==> config.mk <==
export PLATFORM = sky130hd
export DESIGN_NAME = lut_fan_ctrl
export DESIGN_NICKNAME = d
export VERILOG_FILES = /design/src/rtl/lfc_pkg.sv /design/src/rtl/lfc_thresh.sv /design/src/rtl/lfc_level.sv /design/src/rtl/lfc_boost.sv /design/src/rtl/lut_fan_ctrl.sv
export SDC_FILE = /design/constraint.sdc
export NUM_CORES = 1
export LEC_CHECK = 0
export BUFFER_PORTS_ARGS = -buffer_cell sky130_fd_sc_hd__buf_2
export CELL_PAD_IN_SITES_DETAIL_PLACEMENT = 2
export CELL_PAD_IN_SITES_GLOBAL_PLACEMENT = 2
export CORE_ASPECT_RATIO = 1.5
export CORE_MARGIN = 8
export CORE_UTILIZATION = 36
export DETAILED_ROUTE_END_ITERATION = 16
export PLACE_DENSITY = 0.95
export SLEW_MARGIN = 20
export SYNTH_ARGS = -nofsm -noshare
export SYNTH_HDL_FRONTEND = slang
export SYNTH_HIERARCHICAL = 1
export SYNTH_SLANG_ARGS = --single-unit
export TNS_END_PERCENT = 10
==> constraint.sdc <==
create_clock -name clk -period 7.9 [get_ports clk]
set_input_delay 0 -clock clk [delete_from_list [all_inputs] [get_ports clk]]
set_output_delay 0 -clock clk [all_outputs]
set_load 0.01 [all_outputs]
==> src/rtl/lfc_pkg.sv <==
package lfc_pkg;
  localparam int LFC_TW    = 9;
  localparam int LFC_OW    = 8;
  localparam int LFC_HW    = 5;
  localparam int LFC_DW    = 8;
  localparam int LFC_NSTEP = 13;

  // Clamp a value into the range of a w-bit signed number.
  function automatic int clamp_s(input int v, input int w);
    int lo;
    int hi;
    lo = -(1 <<< (w - 1));
    hi = (1 <<< (w - 1)) - 1;
    if (v < lo) return lo;
    if (v > hi) return hi;
    return v;
  endfunction

  function automatic int imax(input int a, input int b);
    return (a > b) ? a : b;
  endfunction

  function automatic int imin(input int a, input int b);
    return (a < b) ? a : b;
  endfunction
endpackage

==> src/rtl/lfc_thresh.sv <==
module lfc_thresh #(
  parameter int TW    = lfc_pkg::LFC_TW,
  parameter int OW    = lfc_pkg::LFC_OW,
  parameter int HW    = lfc_pkg::LFC_HW,
  parameter int NSTEP = lfc_pkg::LFC_NSTEP
) (
  input  logic signed [TW-1:0]         base_temp,
  input  logic [(NSTEP-1)*OW-1:0]      step_off,
  input  logic [HW-1:0]                hyst,
  output logic [NSTEP*TW-1:0]          th_up,
  output logic [NSTEP*TW-1:0]          th_dn
);
  import lfc_pkg::*;

  for (genvar k = 0; k < NSTEP; k++) begin : g_step
    int ofs;
    int up;
    if (k == 0) begin : g_first
      assign ofs = 0;
    end else begin : g_rest
      assign ofs = int'({1'b0, step_off[(k-1)*OW +: OW]});
    end
    assign up = clamp_s(int'(base_temp) + ofs, TW);
    assign th_up[k*TW +: TW] = TW'(up);
    assign th_dn[k*TW +: TW] = TW'(clamp_s(up - int'({1'b0, hyst}), TW));
  end
endmodule

==> src/rtl/lfc_level.sv <==
module lfc_level #(
  parameter int TW    = lfc_pkg::LFC_TW,
  parameter int NSTEP = lfc_pkg::LFC_NSTEP,
  localparam int LW   = $clog2(NSTEP + 1)
) (
  input  logic                 clk,
  input  logic                 rst_n,
  input  logic signed [TW-1:0] t_ctl,
  input  logic [NSTEP*TW-1:0]  th_up,
  input  logic [NSTEP*TW-1:0]  th_dn,
  output logic [LW-1:0]        up_lvl,
  output logic [LW-1:0]        hold_lvl,
  output logic [LW-1:0]        level_n,
  output logic [LW-1:0]        level_q
);
  import lfc_pkg::*;

  always_comb begin
    up_lvl   = '0;
    hold_lvl = '0;
    for (int k = 0; k < NSTEP; k++) begin
      if (t_ctl >= $signed(th_up[k*TW +: TW])) up_lvl   = LW'(k + 1);
      if (t_ctl >= $signed(th_dn[k*TW +: TW])) hold_lvl = LW'(k + 1);
    end
    level_n = LW'(imax(int'(up_lvl), imin(int'(level_q), int'(hold_lvl))));
  end

  always_ff @(posedge clk or negedge rst_n) begin
    if (!rst_n) level_q <= '0;
    else        level_q <= level_n;
  end
endmodule

==> src/rtl/lfc_boost.sv <==
module lfc_boost #(
  parameter int TW = lfc_pkg::LFC_TW,
  parameter int HW = lfc_pkg::LFC_HW
) (
  input  logic                 clk,
  input  logic                 rst_n,
  input  logic signed [TW-1:0] t_ctl,
  input  logic signed [TW-1:0] boost_lim,
  input  logic [HW-1:0]        boost_hyst,
  output logic                 boost_n,
  output logic                 boost_q
);
  import lfc_pkg::*;

  logic signed [TW-1:0] rel_lim;

  assign rel_lim = TW'(clamp_s(int'(boost_lim) - int'({1'b0, boost_hyst}), TW));
  assign boost_n = boost_q ? !(t_ctl < rel_lim) : (t_ctl > boost_lim);

  always_ff @(posedge clk or negedge rst_n) begin
    if (!rst_n) boost_q <= 1'b0;
    else        boost_q <= boost_n;
  end
endmodule

==> src/rtl/lut_fan_ctrl.sv <==
module lut_fan_ctrl #(
  parameter int TW    = lfc_pkg::LFC_TW,
  parameter int OW    = lfc_pkg::LFC_OW,
  parameter int HW    = lfc_pkg::LFC_HW,
  parameter int DW    = lfc_pkg::LFC_DW,
  parameter int NSTEP = lfc_pkg::LFC_NSTEP
) (
  input  logic                     clk,
  input  logic                     rst_n,
  input  logic signed [TW-1:0]     temp_in,
  input  logic                     coarse_en,
  input  logic signed [TW-1:0]     base_temp,
  input  logic [(NSTEP-1)*OW-1:0]  step_off,
  input  logic [NSTEP*DW-1:0]      step_duty,
  input  logic [DW-1:0]            min_duty,
  input  logic [HW-1:0]            hyst,
  input  logic signed [TW-1:0]     boost_lim,
  input  logic [HW-1:0]            boost_hyst,
  input  logic                     pi_en,
  input  logic [DW-1:0]            pi_duty,
  output logic [DW-1:0]            duty_out
);
  localparam int LW = $clog2(NSTEP + 1);

  logic signed [TW-1:0] t_ctl;
  logic [NSTEP*TW-1:0]  th_up;
  logic [NSTEP*TW-1:0]  th_dn;
  logic [LW-1:0]        up_lvl;
  logic [LW-1:0]        hold_lvl;
  logic [LW-1:0]        level_n;
  logic [LW-1:0]        level_q;
  logic                 boost_n;
  logic                 boost_q;
  logic [DW-1:0]        step_sel;
  logic [DW-1:0]        tbl_duty;
  logic [DW-1:0]        mix_duty;
  logic [DW-1:0]        duty_d;

  assign t_ctl = coarse_en ? {temp_in[TW-1:1], 1'b0} : temp_in;

  lfc_thresh #(.TW(TW), .OW(OW), .HW(HW), .NSTEP(NSTEP)) u_thresh (
    .base_temp (base_temp),
    .step_off  (step_off),
    .hyst      (hyst),
    .th_up     (th_up),
    .th_dn     (th_dn)
  );

  lfc_level #(.TW(TW), .NSTEP(NSTEP)) u_level (
    .clk      (clk),
    .rst_n    (rst_n),
    .t_ctl    (t_ctl),
    .th_up    (th_up),
    .th_dn    (th_dn),
    .up_lvl   (up_lvl),
    .hold_lvl (hold_lvl),
    .level_n  (level_n),
    .level_q  (level_q)
  );

  lfc_boost #(.TW(TW), .HW(HW)) u_boost (
    .clk        (clk),
    .rst_n      (rst_n),
    .t_ctl      (t_ctl),
    .boost_lim  (boost_lim),
    .boost_hyst (boost_hyst),
    .boost_n    (boost_n),
    .boost_q    (boost_q)
  );

  always_comb begin
    step_sel = '0;
    for (int k = 0; k < NSTEP; k++) begin
      if (level_n == LW'(k + 1)) step_sel = step_duty[k*DW +: DW];
    end
    if (level_n == '0)           tbl_duty = min_duty;
    else if (step_sel > min_duty) tbl_duty = step_sel;
    else                         tbl_duty = min_duty;
    mix_duty = (pi_en && (pi_duty > tbl_duty)) ? pi_duty : tbl_duty;
    duty_d   = boost_n ? '1 : mix_duty;
  end

  always_ff @(posedge clk or negedge rst_n) begin
    if (!rst_n) duty_out <= '0;
    else        duty_out <= duty_d;
  end
endmodule

==> flow_summary.rst, run 1 <==
.. list-table::
   :header-rows: 1

   * - Metric
     - Value
   * - Status
     - did not finish
   * - Stopping stage
     - detailed placement
   * - Halt Reason
     - [ERROR DPL-0033] detailed placement checks failed during check placement.
   * - Overall die width
     - about 220 microns
   * - Y dimension of the die
     - 316 microns
   * - Count of boundary I/O pins
     - between 200 and 300
   * - Last weighted congestion value of the routability-driven placer
     - ~0.97
   * - Post-Synthesis Net Count
     - 3735
   * - Dpl hpwl
     - 165000 microns
   * - Summed instance area of the synthesized netlist
     - roughly 0.022 sq mm
   * - Buffers added on ports
     - 264
   * - Avg Cell Area, Syn
     - 7.40 sq um
   * - Initial Utilization
     - 0.362
   * - # rows
     - 110
   * - Yosys warning total
     - 6
   * - Post-synthesis instance total
     - roughly 3000
-- metrics by stage --
step	setup TNS (ns)	instances	worst slack [ns]	hold slack, ns	area [sq um]
floorplan	-39.14	2919	-4.48	-0.296	21800
global placement	-51.22	4815	-5.57	-0.0886	30800
==> inputs of run 2 (changes only) <==
CELL_PAD_IN_SITES_DETAIL_PLACEMENT = default   (was 2)
CELL_PAD_IN_SITES_GLOBAL_PLACEMENT = default   (was 2)
CORE_ASPECT_RATIO = default   (was 1.5)
PLACE_DENSITY = default   (was 0.95)
PLACE_DENSITY_LB_ADDON = 0.15   (was default)
==> flow_summary.rst, run 2 <==
.. list-table::
   :header-rows: 1

   * - Metric
     - Value
   * - Status
     - finished, violations left
   * - Failing checks
     - negative setup slack
   * - Post-synthesis instance total
     - 2919 (unchanged)
   * - TritonCTS clock tree
     - yes
   * - Number of cells on the worst reg-to-reg path
     - 34
   * - All-Layer GR Usage
     - 0.246
   * - Switching share of power
     - 0.455
   * - Share of layout cells above drive strength 1
     - 0.361
   * - Buffers added on ports
     - 264 (unchanged)
   * - Transition time of the tightest slew-check pin
     - roughly 0.70 ns
   * - Placed Area
     - ~0.031 sq mm
   * - Max Cap Violations
     - 0
   * - Wire length of the first global-routing pass
     - between 100000 and 150000 microns
   * - Worst setup slack before clock tree synthesis
     - -5.96 ns
   * - Full die area
     - around 0.068 sq mm
   * - Leftover overflow at the end of global routing
     - 0
   * - Initial Utilization
     - 0.365 (+0.00368)
   * - Initial antenna violation count
     - 7
   * - Avg Cell Area, Syn
     - 7.40 sq um (unchanged)
   * - Clock Sink Count
     - 13
   * - Critical path's largest stage delay
     - roughly 0.50 ns
   * - RSZ-0062 raised after global routing
     - true
   * - Crit path time final
     - around 13 ns
   * - Number of buffers between clock root and the deepest sink
     - 2
   * - Share of total power in combinational logic
     - 0.972
   * - Number of fill cells
     - 5612
   * - Iteration-0 DRC count of the detailed router
     - 1142
   * - Slew Limit Headroom
     - 0.529
   * - Y dimension of the die
     - 261 microns (-17%)
   * - Worst-case register-to-register setup slack
     - about 1 ns
   * - Worst Path Arrival
     - between 10 and 15 ns
   * - Post-Synthesis Net Count
     - 3735 (unchanged)
   * - Critical hold path startpoint
     - pi_duty[0]
   * - Clock Pin Slew Worst Setup and Hold Paths
     - about 0.05 ns
   * - Reg-to-reg endpoint
     - duty_out[3]$_DFF_PN0_
   * - Highest-count cells in the layout ignoring fill and taps
     - 940 x buf_4, 521 x ha_1, 382 x inv_1
   * - Worst EP required
     - between 8 and 9 ns
   * - Launch instance of the worst register-to-register path
     - u_level/level_q[2]$_DFF_PN0_
   * - Final ANT Viol Nets
     - 0
   * - Area growth from synthesis to layout
     - 50.6%
   * - Worst Setup Slack, final
     - -5.15 ns
   * - Final hold violation count
     - 0
   * - Internal portion of total power
     - 4.23 mW
   * - # rows
     - 89 (-19%)
   * - Setup TNS
     - -46.71 ns
   * - Dpl hpwl
     - 74000 microns (-55%)
   * - Fmax achieved
     - approximately 77 MHz
   * - Final wirelength
     - roughly 87000 microns
   * - Most common cell after layout, fill and taps aside
     - buf_4
   * - Count of boundary I/O pins
     - 265 (unchanged)
   * - Final #Nets
     - a little under 5000
   * - Power density over the cells
     - 239 mW/mm^2
   * - Max reg flops
     - 8
   * - Num CTS Buffers
     - 3
   * - Master of the slowest instance on the critical path
     - or4_4
   * - Lkg Pwr
     - between 15 and 20 nW
   * - Type of the most critical hold path
     - input pin to flop
   * - Critical path class
     - input pin to flop
   * - Cell repeated most along the worst path
     - buf_4
   * - Worst setup skew after layout
     - between 0.002 and 0.003 ns
   * - Overall die width
     - 261 microns (+21%)
   * - Top flop regs
     - duty_out x8, u_level/level_q x4, u_boost/boost_q x1
   * - Maximum fanout encountered on the critical timing path
     - 7
   * - Switching component of the power
     - 3.54 mW
   * - Peak supply drop
     - between 0.4 and 0.5 mV
   * - Capture endpoint of the worst hold path
     - duty_out[0]$_DFF_PN0_
   * - Via density
     - around 5.4
   * - Period utilization
     - 1.65
   * - Power share of the clock group
     - 0.013
   * - Pin count of the biggest net entering global routing
     - 37
   * - Slew Viols, Final
     - 0
   * - Startpoint types
     - input pin
   * - Initial DRT Pass Iterations
     - 5
   * - Yosys warning total
     - 6 (unchanged)
   * - DRC violations left
     - 0
   * - Largest register by flop count
     - duty_out
   * - Last weighted congestion value of the routability-driven placer
     - 0.963 (-0.99%)
   * - Final routed wire length divided by cell count
     - 17.6 microns
   * - Proportion of power drawn by flip-flops and latches
     - 0.015
   * - WHS Path Cells
     - 3
   * - Via count of the first global-routing pass
     - around 27000
   * - Area of the core
     - roughly 0.059 sq mm
   * - Post-route cell area
     - between 0.03 and 0.04 sq mm
   * - Worst-skew pair later-pin latency
     - ~0.25 ns
   * - Final-report setup violation count
     - 12
   * - H-tree levels
     - 1
   * - Vias after detailed routing
     - roughly 26000
   * - Clock tree root driver cell
     - clkbuf_16
   * - Endpoint class of the critical path
     - flop
   * - Summed instance area of the synthesized netlist
     - 0.0216 sq mm (unchanged)
   * - Design Power
     - between 7 and 8 mW
run 2: how the worst max path moves through the flow:
stage / start / end / cells past startpoint
after global routing: base_temp[0] / duty_out[3]$_DFF_PN0_ / 87
final: base_temp[1] / duty_out[3]$_DFF_PN0_ / 83
after floorplan: base_temp[1] / duty_out[1]$_DFF_PN0_ / 66
after detailed placement: base_temp[0] / duty_out[1]$_DFF_PN0_ / 73
after global placement: base_temp[2] / duty_out[5]$_DFF_PN0_ / 69
after CTS: base_temp[0] / duty_out[3]$_DFF_PN0_ / 71
run 2: final cells by class:
class | instances | area [sq um] | area share
well taps | 773 | 967 | 0.0297
clock buffers | 4 | 78.8 | 0.00242
diodes | 3 | 7.51 | 0.000231
flip-flops and latches | 13 | 325 | 0.0100
multi-input cells | 2473 | 20400 | 0.626
repair buffers | 1253 | 9320 | 0.287
inverters | 388 | 1460 | 0.0449
run 2: power groups by stage:
stage          Sequential [mW]  Clock (mW)  Combinational [mW]
2_1_floorplan            0.118           0                3.69
3_3_place_gp             0.115           0                6.26
3_5_place_dp             0.115           0                6.39
4_1_cts                  0.116       0.102                7.47
5_1_grt                  0.118       0.104                8.25
6_report                 0.115       0.100                7.56
run 2: through the flow:
step	util	std cells	hold WS, ns
after floorplan	-	2919	-0.296
after global placement	0.526	4824	-0.0747
after detailed placement	0.526	4824	-0.0770
after CTS	0.549	4901	0.00844
after global routing	0.550	4904	0.0158
final	0.550	4907	0.0106
run 2: worst max-delay path, delay by kind of cell:
kind	cells	cell delay [ns]
AO/OA/AOI/OAI	24	4.25
adder cells (fa/ha/maj)	8	2.11
buffers and inverters	29	3.28
multiplexers	1	0.20
AND/OR/NAND/NOR	21	3.28
run 2: layer usage:
metal	wire length, microns	GRT usage
met5	38	0
met4	3290	0.0820
met3	3550	0.0262
met2	42000	0.451
met1	37700	0.296
run 2: what timing repair did:
action / CTS / global route
hold buffers: 1 / 0
setup buffers: 70 / 3
cloned: 2 / 0
endpoints found under the hold margin: 13 / 0
setup endpoints to repair: 12 / 12
resized for setup: 142 / 6
pin swaps: 99 / 1
Power figures use the tool's default switching activity.
==> inputs of run 3 (changes only) <==
CORE_ASPECT_RATIO = 0.9   (was default)
SKIP_CTS_REPAIR_TIMING = 1   (was default)
==> flow_summary.rst, run 3 (synthesis results as in run 2) <==
.. list-table::
   :header-rows: 1

   * - Metric
     - Value
   * - Status
     - finished, violations left
   * - Failing checks
     - negative setup slack
   * - Cell repeated most along the worst path
     - ha_1
   * - Count of boundary I/O pins
     - 265 (unchanged)
   * - Peak supply drop
     - 0.349 mV (-24%)
   * - Worst setup skew after layout
     - 0.00152 ns (-0.00132 ns)
   * - Startpoint types
     - input pin
   * - DRC violations left
     - 0 (unchanged)
   * - Num CTS Buffers
     - 3 (unchanged)
   * - Number of buffers between clock root and the deepest sink
     - 2 (unchanged)
   * - Clock Sink Count
     - 13 (unchanged)
   * - Number of cells on the worst reg-to-reg path
     - 34 (unchanged)
   * - Leftover overflow at the end of global routing
     - 0 (unchanged)
   * - Final routed wire length divided by cell count
     - 18.2 microns (+2.9%)
   * - Fmax achieved
     - 76.9 MHz (+0.33%)
   * - Number of fill cells
     - 5772 (+2.9%)
   * - Buffers added on ports
     - 264 (unchanged)
   * - Crit path time final
     - 13.01 ns (-0.0428 ns)
   * - Clock Pin Slew Worst Setup and Hold Paths
     - 0.05 ns (about the same)
   * - Max reg flops
     - 8 (unchanged)
   * - TritonCTS clock tree
     - yes
   * - Iteration-0 DRC count of the detailed router
     - 1236 (+8.2%)
   * - Critical path capture point
     - duty_out[1]$_DFF_PN0_
   * - Initial Utilization
     - 0.363 (-0.00262)
   * - Top flop regs
     - duty_out x8, u_level/level_q x4, u_boost/boost_q x1
   * - Last weighted congestion value of the routability-driven placer
     - 0.928 (-3.6%)
   * - Final-report setup violation count
     - 12 (unchanged)
   * - Critical path class
     - input pin to flop
   * - Power density over the cells
     - 228 mW/mm^2 (-4.8%)
   * - Via density
     - 5.39 (+0.24%)
   * - Master of the slowest instance on the critical path
     - or4_4
   * - Clock tree root driver cell
     - clkbuf_16
   * - Worst-skew pair later-pin latency
     - 0.24 ns (about the same)
   * - Initial antenna violation count
     - 5 (-2)
   * - Y dimension of the die
     - 248 microns (-4.8%)
   * - Transition time of the tightest slew-check pin
     - 0.647 ns (-0.0533 ns)
   * - Area growth from synthesis to layout
     - 49.8%
   * - Overall die width
     - 274 microns (+5.1%)
   * - H-tree levels
     - 1 (unchanged)
   * - Worst Setup Slack, final
     - -5.11 ns (+0.0428 ns)
   * - Full die area
     - 0.0681 sq mm (about the same)
   * - Dpl hpwl
     - 75200 microns (+1.6%)
   * - Final ANT Viol Nets
     - 0 (unchanged)
   * - Period utilization
     - 1.65 (-0.00541)
   * - Most common cell after layout, fill and taps aside
     - buf_4
   * - Via count of the first global-routing pass
     - 26391 (-3.8%)
   * - All-Layer GR Usage
     - 0.243 (-0.00320)
   * - Launching element of the worst setup path
     - base_temp[0]
   * - Critical path's largest stage delay
     - 0.55 ns (+0.05 ns)
   * - Worst-case register-to-register setup slack
     - 0.99 ns (-0.02 ns)
   * - Wire length of the first global-routing pass
     - 135000 microns (-2.0%)
   * - Slew Viols, Final
     - 0 (unchanged)
   * - Final #Nets
     - 4900 (-0.97%)
   * - Initial DRT Pass Iterations
     - 5 (unchanged)
   * - Worst setup slack before clock tree synthesis
     - -5.91 ns (+0.0433 ns)
   * - Largest register by flop count
     - duty_out
   * - Share of layout cells above drive strength 1
     - 0.365 (+0.00425)
   * - Pin count of the biggest net entering global routing
     - 26 (-30%)
   * - Endpoint class of the critical path
     - flop
   * - Area of the core
     - 0.0596 sq mm (+0.72%)
   * - Maximum fanout encountered on the critical timing path
     - 9 (+2)
   * - Final hold violation count
     - 0 (unchanged)
   * - Hold_ws
     - 0.00909 ns (-0.00155 ns)
   * - Slew Limit Headroom
     - 0.563 (+0.0337)
   * - Vias after detailed routing
     - 26239 (-0.53%)
   * - Launch instance of the worst register-to-register path
     - u_level/level_q[2]$_DFF_PN0_
   * - Final wirelength
     - 88400 microns (+2.1%)
   * - Reg-to-reg endpoint
     - duty_out[1]$_DFF_PN0_
   * - Worst EP required
     - 8.03 ns (about the same)
   * - Lkg Pwr
     - 16.8 nW (-1.3%)
   * - Type of the most critical hold path
     - input pin to flop
   * - Placed Cells
     - 4817 (-0.15%)
   * - RSZ-0062 raised after global routing
     - true
   * - Setup TNS
     - -45.99 ns (+0.720 ns)
   * - Max Cap Violations
     - 0 (unchanged)
   * - Highest-count cells in the layout ignoring fill and taps
     - 903 x buf_4, 512 x ha_1, 380 x inv_1
   * - Finished Layout Cells
     - 4869 (-0.77%)
   * - Worst Path Arrival
     - 13.14 ns (-0.04 ns)
   * - # rows
     - 85 (-4.5%)
## run 3: changes by cell type in the layout (fill, tap and decap cells not counted), moves of 5 or more
cell,change
o21ai_0,-7
nor2b_2,+7
ha_1,-9
a21oi_2,+7
ha_2,+5
nor2b_1,-7
buf_12,-6
buf_6,-5
nor4_1,-5
a21oi_1,-10
buf_4,-37
## run 3: power breakdown
| part | switching [mW] | internal (mW) |
|---|---|---|
| clock | 0.0302 | 0.0683 |
| combinational | 3.41 | 3.74 |
| sequential | 0.0143 | 0.0998 |
## run 3: final cells by class
class	instances	area (sq um)	share of cell area
Sequential cell	13	325	0.0101
Tap cell	783	980	0.0303
Clock buffer	4	78.8	0.00244
Multi-Input combinational cell	2473	20600	0.638
Antenna cell	3	7.51	0.000232
Inverter	388	1460	0.0451
Timing Repair Buffer	1205	8850	0.274
## run 3: worst min path at each step
stage	from	endpoint	slack [ns]	depth (start not counted)
floorplan	rst_n	duty_out[0]$_DFF_PN0_	-0.30	0
global placement	rst_n	duty_out[2]$_DFF_PN0_	-0.09	1
detailed placement	rst_n	duty_out[7]$_DFF_PN0_	-0.09	1
CTS	rst_n	duty_out[2]$_DFF_PN0_	-0.34	1
global route	pi_duty[0]	duty_out[0]$_DFF_PN0_	0.03	3
finish	pi_duty[0]	duty_out[0]$_DFF_PN0_	0.009	3
## run 3: critical path: cells and delay by family
kind	cells	cell delay [ns]
AOI/OAI and AO/OA	26	5.31
adders and majority gates	10	2.60
buffers and inverters	9	1.08
muxes	3	0.88
and+or+nand+nor	19	3.26
## run 3: per-layer routing
metal / global-route usage / vias to the layer above / wire (microns)
met5: 0 / - / 0
met4: 0.0824 / 0 / 3610
met3: 0.0260 / 168 / 3970
met2: 0.417 / 605 / 40700
met1: 0.314 / 12317 / 40100
li1: - / 13149 / -
## run 3: metrics by stage
stage / total power [mW] / util / area (sq um)
floorplan: 3.80 / - / 21800
global placement: 6.35 / 0.519 / 30900
detailed placement: 6.49 / 0.519 / 30900
CTS: 6.62 / 0.521 / 31000
global route: 8.05 / 0.543 / 32300
finish: 7.36 / 0.543 / 32300
==> inputs of run 4 (changes only) <==
TNS_END_PERCENT = 30   (was 10)
clock period = 11.1 ns   (was 7.9 ns; I/O delays follow)
==> flow_summary.rst, run 4 (synthesis results as in run 2) <==
.. list-table::
   :header-rows: 1

   * - Metric
     - Value
   * - Max reg flops
     - 8 (unchanged)
   * - Wire length of the first global-routing pass
     - 133000 microns (-1.4%)
   * - TritonCTS clock tree
     - yes
   * - Reg-to-reg endpoint
     - duty_out[0]$_DFF_PN0_
   * - Proportion of power drawn by flip-flops and latches
     - 0.015 (about the same)
   * - Placed Cells
     - 4670 (-3.1%)
   * - Critical hold path startpoint
     - pi_duty[0]
   * - DRC violations left
     - 0 (unchanged)
   * - Via density
     - 5.46 (+1.2%)
   * - Number of cells on the worst reg-to-reg path
     - 36 (+5.9%)
   * - Number of fill cells
     - 5783 (+0.19%)
   * - Top flop regs
     - duty_out x8, u_level/level_q x4, u_boost/boost_q x1
   * - Final hold violation count
     - 0 (unchanged)
   * - Area growth from synthesis to layout
     - 44.7%
   * - Last weighted congestion value of the routability-driven placer
     - 0.936 (+0.82%)
   * - Area of the core
     - 0.0596 sq mm (unchanged)
   * - # rows
     - 85 (unchanged)
   * - Met2 usage in global routing
     - 0.423 (+0.00607)
   * - RSZ-0062 raised after global routing
     - true
   * - Switching share of power
     - 0.479 (+0.0106)
   * - Overall die width
     - 274 microns (unchanged)
   * - Master of the slowest instance on the critical path
     - or4_4
   * - WHS Path Cells
     - 3 (unchanged)
   * - Largest register by flop count
     - duty_out
   * - GR Layer Usage met1
     - 0.318 (+0.00452)
   * - Slew Viols, Final
     - 0 (unchanged)
   * - Power density over the cells
     - 175 mW/mm^2 (-23%)
   * - Peak supply drop
     - 0.290 mV (-17%)
   * - Final-report setup violation count
     - 8 (-4)
   * - Clock Pin Slew Worst Setup and Hold Paths
     - 0.04 ns (about the same)
   * - Type of the most critical hold path
     - input pin to flop
   * - Vias after detailed routing
     - 25812 (-1.6%)
   * - Worst Setup Slack, final
     - -2.02 ns (+3.09 ns)
   * - Iteration-0 DRC count of the detailed router
     - 1505 (+22%)
   * - Lkg Pwr
     - 16.1 nW (-4.1%)
   * - Critical path's largest stage delay
     - 0.56 ns (about the same)
   * - Share of total power in combinational logic
     - 0.972 (about the same)
   * - Leftover overflow at the end of global routing
     - 0 (unchanged)
   * - Number of buffers between clock root and the deepest sink
     - 2 (unchanged)
   * - Power share of the clock group
     - 0.013 (about the same)
   * - Dpl hpwl
     - 71800 microns (-4.5%)
   * - Final ANT Viol Nets
     - 0 (unchanged)
   * - FF/Latch Area
     - 325 sq um (unchanged)
   * - Final #Nets
     - 4764 (-2.8%)
   * - Startpoint types
     - input pin
   * - Failing checks
     - negative setup slack
   * - Initial DRT Pass Iterations
     - 8 (+3)
   * - Area used by multi-input combinational logic
     - 0.0207 sq mm (about the same)
   * - H-tree levels
     - 1 (unchanged)
   * - Final routed wire length divided by cell count
     - 18.4 microns (+1.3%)
   * - Capture endpoint of the worst hold path
     - duty_out[0]$_DFF_PN0_
   * - Setup TNS
     - -16.02 ns (+29.98 ns)
   * - Internal portion of total power
     - 2.85 mW (-27%)
   * - Maximum fanout encountered on the critical timing path
     - 7 (-2)
   * - Count of boundary I/O pins
     - 265 (unchanged)
   * - Worst-skew pair later-pin latency
     - 0.24 ns (about the same)
   * - Clock tree root driver cell
     - clkbuf_16
   * - Initial Utilization
     - 0.363 (unchanged)
   * - Share of layout cells above drive strength 1
     - 0.343 (-0.0226)
   * - Clock Sink Count
     - 13 (unchanged)
   * - All-Layer GR Usage
     - 0.237 (-0.00520)
   * - Status
     - finished, violations left
   * - Switching component of the power
     - 2.62 mW (-24%)
   * - Full die area
     - 0.0681 sq mm (unchanged)
   * - Cell repeated most along the worst path
     - a21oi_2
   * - Worst-case register-to-register setup slack
     - 4.14 ns (+3.15 ns)
   * - Worst Path Arrival
     - 13.22 ns (+0.08 ns)
   * - Met3 Resource Use GR
     - 0.0151 (-0.0109)
   * - Most common cell after layout, fill and taps aside
     - buf_4
   * - Worst EP required
     - 11.20 ns (+3.17 ns)
   * - Launching element of the worst setup path
     - base_temp[0]
   * - Crit path time final
     - 13.12 ns
   * - Critical path class
     - input pin to flop
   * - Slew Limit Headroom
     - 0.388 (-0.175)
   * - Launch instance of the worst register-to-register path
     - u_level/level_q[2]$_DFF_PN0_
   * - Initial antenna violation count
     - 1 (-4)
   * - Num CTS Buffers
     - 3 (unchanged)
   * - Via count of the first global-routing pass
     - 25728 (-2.5%)
   * - Max Cap Violations
     - 0 (unchanged)
   * - Buffers added on ports
     - 264 (unchanged)
   * - Highest-count cells in the layout ignoring fill and taps
     - 770 x buf_4, 514 x ha_1, 379 x inv_1
   * - Pin count of the biggest net entering global routing
     - 47 (+81%)
   * - Final wirelength
     - 87000 microns (-1.6%)
   * - Fmax achieved
     - between 70 and 80 MHz
   * - Transition time of the tightest slew-check pin
     - 0.919 ns (+0.271 ns)
   * - Period utilization
     - 1.18
   * - Y dimension of the die
     - 248 microns (unchanged)
   * - Endpoint class of the critical path
     - flop
   * - Worst setup skew after layout
     - 0.00255 ns (+0.00103 ns)
   * - Global routing's busiest layer
     - met2
   * - Finished Layout Cells
     - 4731 (-2.8%)
## run 4: worst max-delay path by stage
stage                                  to  slack (ns)  cells past startpoint
floorplan           duty_out[1]$_DFF_PN0_       -1.28                     66
global route        duty_out[1]$_DFF_PN0_       -2.63                     75
detailed placement  duty_out[1]$_DFF_PN0_       -2.65                     67
CTS                 duty_out[1]$_DFF_PN0_       -2.47                     67
global placement    duty_out[1]$_DFF_PN0_       -2.33                     63
finish              duty_out[0]$_DFF_PN0_       -2.02                     73
## run 4: power groups by stage
| stage | clock network [mW] | logic [mW] | registers [mW] |
|---|---|---|---|
| 2_1_floorplan | 0 | 2.62 | 0.0838 |
| 5_1_grt | 0.0715 | 5.78 | 0.0839 |
| 3_5_place_dp | 0 | 4.35 | 0.0818 |
| 4_1_cts | 0.0698 | 4.37 | 0.0811 |
| 3_3_place_gp | 0 | 4.24 | 0.0812 |
| 6_report | 0.0686 | 5.32 | 0.0825 |
## run 4: critical path, delay by kind of cell
family / cells / cell delay, ns
compound gates: 33 / 5.99
fa+ha+maj: 10 / 2.49
mux: 1 / 0.21
buf+inv: 14 / 1.52
simple gates: 15 / 2.98
## run 4: routing by layer
layer / wire length [microns] / up-vias
met4: 1700 / 0
met5: 0 / -
met2: 41600 / 554
met1: 40100 / 12271
met3: 3640 / 98
li1: - / 12889
## run 4: stage by stage
| stage | total power, mW | worst slack (ns) | cell area, sq um | util | hold slack (ns) |
|---|---|---|---|---|---|
| floorplan | 2.71 | -1.28 | 21800 | - | -0.296 |
| global placement | 4.32 | -2.33 | 29700 | 0.499 | -0.0867 |
| detailed placement | 4.43 | -2.65 | 29700 | 0.499 | -0.0835 |
| CTS | 4.53 | -2.47 | 29800 | 0.501 | -0.340 |
| global route | 5.94 | -2.63 | 31300 | 0.525 | 0.0839 |
| finish | 5.47 | -2.02 | 31300 | 0.525 | 0.0945 |
## run 4: area by class of cell
type,instances,area share
multi-input cells,2474,0.661
inverters,388,0.0467
clock buffers,4,0.00252
well taps,783,0.0313
repair buffers,1068,0.248
diodes,1,0.0000800
flip-flops and latches,13,0.0104
